===== config.mk =====
export PLATFORM = sky130hd
export DESIGN_NAME = xrs_rate_seq
export DESIGN_NICKNAME = d
export VERILOG_FILES = /design/src/rtl/xrs_pkg.sv /design/src/rtl/xrs_timer.sv /design/src/rtl/xrs_fsm.sv /design/src/rtl/xrs_rate_seq.sv
export SDC_FILE = /design/constraint.sdc
export NUM_CORES = 1
export LEC_CHECK = 0
export BUFFER_PORTS_ARGS = -buffer_cell sky130_fd_sc_hd__buf_2
export CAP_MARGIN = 30
export CORE_UTILIZATION = 40
export CTS_CLUSTER_SIZE = 16
export DETAILED_ROUTE_END_ITERATION = 10
export HOLD_SLACK_MARGIN = 0.08
export SETUP_SLACK_MARGIN = 0.2
export SYNTH_ARGS = -nofsm -noshare
export SYNTH_HDL_FRONTEND = slang
export SYNTH_SLANG_ARGS = --single-unit

===== constraint.sdc =====
create_clock -name clk -period 4.3 [get_ports clk]
set_input_delay 0.86 -clock clk [delete_from_list [all_inputs] [get_ports clk]]
set_output_delay 0.86 -clock clk [all_outputs]
set_load 0.01 [all_outputs]

===== src/rtl/xrs_pkg.sv =====
package xrs_pkg;

  typedef enum logic [3:0] {
    ST_PWR   = 4'd0,
    ST_IDLE  = 4'd1,
    ST_LOAD  = 4'd2,
    ST_KICK  = 4'd3,
    ST_BUSYW = 4'd4,
    ST_DONEW = 4'd5,
    ST_TXW   = 4'd6,
    ST_LOCKW = 4'd7,
    ST_FIN   = 4'd8
  } xrs_state_e;

  typedef struct packed {
    logic tx_dig;
    logic rx_ana;
    logic rx_dig;
  } xrs_rst_t;

  function automatic int us_to_cycles(input int clk_mhz, input int usec);
    return clk_mhz * usec;
  endfunction

  function automatic xrs_rst_t rst_for_state(input xrs_state_e st);
    xrs_rst_t r;
    case (st)
      ST_IDLE, ST_FIN: r = '{tx_dig: 1'b0, rx_ana: 1'b0, rx_dig: 1'b0};
      ST_TXW:          r = '{tx_dig: 1'b1, rx_ana: 1'b0, rx_dig: 1'b1};
      ST_LOCKW:        r = '{tx_dig: 1'b0, rx_ana: 1'b0, rx_dig: 1'b1};
      default:         r = '{tx_dig: 1'b1, rx_ana: 1'b1, rx_dig: 1'b1};
    endcase
    return r;
  endfunction

endpackage


===== src/rtl/xrs_timer.sv =====
module xrs_timer #(
  parameter int N = 5
) (
  input  logic clk,
  input  logic rst_n,
  input  logic en_i,
  output logic expire_o
);
  localparam int W = $clog2(N + 1);
  localparam logic [W-1:0] LAST = W'(N - 1);

  logic [W-1:0] cnt_q;

  always_ff @(posedge clk) begin
    if (!rst_n)          cnt_q <= '0;
    else if (!en_i)      cnt_q <= '0;
    else if (cnt_q != LAST) cnt_q <= cnt_q + 1'b1;
  end

  assign expire_o = en_i && (cnt_q == LAST);
endmodule


===== src/rtl/xrs_fsm.sv =====
module xrs_fsm
  import xrs_pkg::*;
#(
  parameter int MODE_W = 3
) (
  input  logic              clk,
  input  logic              rst_n,
  input  logic              req_i,
  input  logic [MODE_W-1:0] mode_i,
  input  logic              busy_i,
  input  logic              done_i,
  input  logic              freqlock_i,
  input  logic              tx_expire_i,
  input  logic              lock_expire_i,
  output logic              tx_win_en_o,
  output logic              lock_en_o,
  output logic [MODE_W-1:0] cfg_mode_o,
  output logic              cfg_wr_o,
  output logic              write_all_o,
  output xrs_rst_t          rst_o,
  output logic              seq_done_o
);
  xrs_state_e st_q, st_d;
  logic [MODE_W-1:0] mode_q;
  logic accept;

  assign accept = req_i && (st_q == ST_PWR || st_q == ST_IDLE);

  always_comb begin
    st_d = st_q;
    case (st_q)
      ST_PWR, ST_IDLE: if (accept) st_d = ST_LOAD;
      ST_LOAD:         st_d = ST_KICK;
      ST_KICK:         st_d = ST_BUSYW;
      ST_BUSYW:        if (busy_i) st_d = ST_DONEW;
      ST_DONEW:        if (done_i) st_d = ST_TXW;
      ST_TXW:          if (tx_expire_i) st_d = ST_LOCKW;
      ST_LOCKW:        if (lock_expire_i) st_d = ST_FIN;
      ST_FIN:          st_d = ST_IDLE;
      default:         st_d = ST_PWR;
    endcase
  end

  always_ff @(posedge clk) begin
    if (!rst_n) begin
      st_q   <= ST_PWR;
      mode_q <= '0;
    end else begin
      st_q <= st_d;
      if (accept) mode_q <= mode_i;
    end
  end

  assign tx_win_en_o = (st_q == ST_TXW);
  assign lock_en_o   = (st_q == ST_LOCKW) && freqlock_i;
  assign cfg_mode_o  = mode_q;
  assign cfg_wr_o    = (st_q == ST_LOAD);
  assign write_all_o = (st_q == ST_KICK);
  assign rst_o       = rst_for_state(st_q);
  assign seq_done_o  = (st_q == ST_FIN);
endmodule


===== src/rtl/xrs_rate_seq.sv =====
module xrs_rate_seq
  import xrs_pkg::*;
#(
  parameter int CLK_MHZ = 100,
  parameter int LOCK_US = 4,
  parameter int TX_DLY  = 5,
  parameter int MODE_W  = 3
) (
  input  logic              clk,
  input  logic              rst_n,
  input  logic              req_i,
  input  logic [MODE_W-1:0] mode_i,
  output logic [MODE_W-1:0] cfg_mode_o,
  output logic              cfg_wr_o,
  output logic              write_all_o,
  input  logic              busy_i,
  input  logic              done_i,
  input  logic              freqlock_i,
  output logic              tx_dig_rst_o,
  output logic              rx_ana_rst_o,
  output logic              rx_dig_rst_o,
  output logic              seq_done_o
);
  localparam int LOCK_CYC = us_to_cycles(CLK_MHZ, LOCK_US);

  logic     tx_win_en, lock_en, tx_expire, lock_expire;
  xrs_rst_t rst_vec;

  xrs_fsm #(.MODE_W(MODE_W)) u_fsm (
    .clk          (clk),
    .rst_n        (rst_n),
    .req_i        (req_i),
    .mode_i       (mode_i),
    .busy_i       (busy_i),
    .done_i       (done_i),
    .freqlock_i   (freqlock_i),
    .tx_expire_i  (tx_expire),
    .lock_expire_i(lock_expire),
    .tx_win_en_o  (tx_win_en),
    .lock_en_o    (lock_en),
    .cfg_mode_o   (cfg_mode_o),
    .cfg_wr_o     (cfg_wr_o),
    .write_all_o  (write_all_o),
    .rst_o        (rst_vec),
    .seq_done_o   (seq_done_o)
  );

  xrs_timer #(.N(TX_DLY)) u_tx_tmr (
    .clk     (clk),
    .rst_n   (rst_n),
    .en_i    (tx_win_en),
    .expire_o(tx_expire)
  );

  xrs_timer #(.N(LOCK_CYC)) u_lock_tmr (
    .clk     (clk),
    .rst_n   (rst_n),
    .en_i    (lock_en),
    .expire_o(lock_expire)
  );

  assign tx_dig_rst_o = rst_vec.tx_dig;
  assign rx_ana_rst_o = rst_vec.rx_ana;
  assign rx_dig_rst_o = rst_vec.rx_dig;
endmodule


==> results_dict.tcl <==
set metrics [dict create \
    status "complete, no violations" \
    grt_max_degree 15 \
    met1_length_um 893 \
    io_buffers 17 \
    max-vdd-ir-drop_uv 243.3 \
    top_layer "met4" \
    crit_family "flip-flops" \
    max_freq_ghz 0.4309 \
    end_kind "output port" \
    leakage_nw 0.4331 \
    wl_um 1826 \
    setup.worst_path.start_class "flip-flop" \
    insertion_delay_ns 0.29 \
    die-width_um 51.99 \
    finalHoldViolCount 0 \
    fin_cells 158 \
    ant_nets 0 \
    final_nets 143 \
    cpMaxStageDelayCell "dfxtp_1" \
    drive_gt1_share_pct 19.23 \
    placed_area_mm2 0.001096 \
    worstHoldStart "u_tx_tmr.cnt_q[1]" \
    dieArea_mm2 0.002703 \
    critPathRequiredTime_ns 3.44 \
    endpoint "tx_dig_rst_o" \
    grt_setup_unrepaired "no" \
    synth.net_count 127 \
    grt-ovfl-total 0 \
    wl_per_cell_um 11.56 \
    synth_area_leaders "dfxtp_1 (38%), nor2_1 (7.5%), xor2_1 (7.0%)" \
    finish.utilization_pct 49.31 \
    final-setup-viol-count 0 \
    crit_chain "and4b_1 > nor2_1 > buf_2" \
    routed_via_density 5.133 \
    max_slew_margin_pct 72.46 \
    cts_buffer_depth 2 \
    worstPathBufferInverterCount 1 \
    drt_first_pass_iters 4 \
    cts_tree "yes" \
    start_util_pct 43.93 \
    grt_pass1_vias 738 \
    wl_met3_um 52 \
    worst-path-stages 3 \
    layout_common_cells "nor2_1 (20), dfxtp_1 (19), buf_2 (17)" \
    ys_types 34 \
    n_antenna_cell 0 \
    r2r-end "u_fsm.st_q[0]" \
    placed_cells 154 \
    yosysWarnings 0 \
    fin_total_pwr_mw 0.4894 \
    path_max_fanout 14 \
    reg2reg_depth 5 \
    gp_congestion 0.7505 \
    p_per_area_mw_per_mm2 436.1 \
    syn-cell-area_um2 999.7 \
    stdcell_area_mm2 0.001122 \
    die_h_um 51.99 \
    seqCellArea_um2 380.4 \
    hp-class "flip-flop to flip-flop" \
    cts_setup_buffers 0 \
    rows 17 \
    clock-sinks 19 \
    multiInputGateArea_um2 576.8 \
    grt_pass1_wl_um 3160 \
    cts_resized 0 \
    rrSetupSlack_ns 2.51 \
    fp.coreArea_mm2 0.002276 \
    critical-path-max-stage-delay_ns 0.59 \
    r2r-start "u_lock_tmr.cnt_q[0]" \
    synth_cells 115 \
    antenna_found_initial 0 \
    path_clk_slew_ns 0.10 \
    drc_errors 0 \
    slew_violations 0 \
    num-fill-cells 238 \
    area_growth_syn_to_layout_pct 12.27 \
    arrival_ns 1.46 \
    root_buffer "clkbuf_4" \
    startpoint "u_fsm.st_q[2]" \
    synth.largest_area_cell "dfxtp_1" \
    drtIter0Drc 18 \
    seq_area_frac_synth_pct 38.05 \
    track_usage_pct 16.07 \
    min_period_ns 2.321 \
    tns_ns 0 \
    skew_ns 0.007245 \
    final_common_cell "nor2_1" \
    synth_seq_cells 19 \
    critical_path_class "flip-flop to output port" \
    wl_met2_um 863 \
    io_pins 18 \
    cts_made_buffers 3 \
    worst_pin_slew_ns 0.4125 \
    detailed_place_hpwl_um 1340 \
    hold_buffers 0 \
    yosys.area.top_type_share_pct 38.05 \
    drv_cap 0 \
    vias 811 \
    htreeDepth 1 \
    finalCritPeriodShare_pct 53.97 \
    syn_area_per_cell_um2 8.693 \
]
[through the flow]
step                hold WS (ns)  setup slack [ns]
finish                    0.5057             1.979
global route              0.5466             1.838
CTS                       0.5084             1.964
detailed placement        0.4931             2.302
global placement          0.4824             2.339
floorplan                 0.4601             2.383
[power breakdown]
group	internal (mW)	switching, mW
Sequential	0.195	0.0414
Clock	0.0360	0.0499
Combinational	0.0865	0.0803
Total	0.318	0.172
[layout make-up]
cell class / instances / share of cell area (%)
clock buffers: 4 / 2.341
well taps: 28 / 3.122
repair buffers: 17 / 7.581
multi-input cells: 85 / 51.39
flip-flops and latches: 19 / 33.89
inverters: 5 / 1.672
[kinds of logic after synthesis]
kind of cell | share of synthesized area, %
buffers and inverters | 4.255
adders and majority gates | 3.755
AOI/OAI and AO/OA | 10.76
muxes | 6.008
xor gates and xnor gates | 8.762
DFF | 38.05
and+or+nand+nor | 28.41
[state kept, by name (all words and copies together) (netlist names)]
register / count
u_fsm.cfg_mode_o: 3
u_fsm.st_q: 4
u_lock_tmr.cnt_q: 9
u_tx_tmr.cnt_q: 3
[cells in the mapped netlist]
cell type  instances
or4b_4             1
nand4_1            6
buf_2              1
nand3_1            3
ha_1               3
o221a_1            1
clkbuf_1           5
o211ai_2           1
nor4_1             1
o21a_1             1
and2_1             2
o2111ai_1          1
xor2_1             8
o211a_1            1
nor2_1            20
or3b_2             1
dfxtp_1           19
o211ai_1           2
inv_1              5
and4_1             1
o31ai_4            1
o21ai_0            1
nor4bb_1           1
xnor2_1            2
nor2b_1            3
nand2b_1           1
a31oi_1            1
nor4b_1            1
nand2_1            7
mux2i_1            6
or2_2              1
a21oi_1            2
nor3_1             4
and4b_1            1
[metal layers]
metal,track usage [%],vias to the layer above
li1,-,428
met1,18.65,372
met2,27.35,9
met3,3.509,2
met4,8.108,0
met5,0,-
[worst min-delay path by stage]
| stage | cells after the start | endpoint | slack [ns] |
|---|---|---|---|
| 6_report | 2 | u_tx_tmr.cnt_q[1] | 0.51 |
| 5_1_grt | 2 | u_lock_tmr.cnt_q[8] | 0.55 |
| 4_1_cts | 2 | u_tx_tmr.cnt_q[1] | 0.51 |
| 3_5_place_dp | 2 | u_tx_tmr.cnt_q[1] | 0.49 |
| 3_3_place_gp | 2 | u_tx_tmr.cnt_q[1] | 0.48 |
| 2_1_floorplan | 2 | u_tx_tmr.cnt_q[1] | 0.46 |
[tightest hold or removal path, cell delays in order, from the launching register on]
cell     delay (ns)
dfxtp_1        0.34
nand3_1        0.07
a21oi_1        0.06
Power figures use the tool's default switching activity.
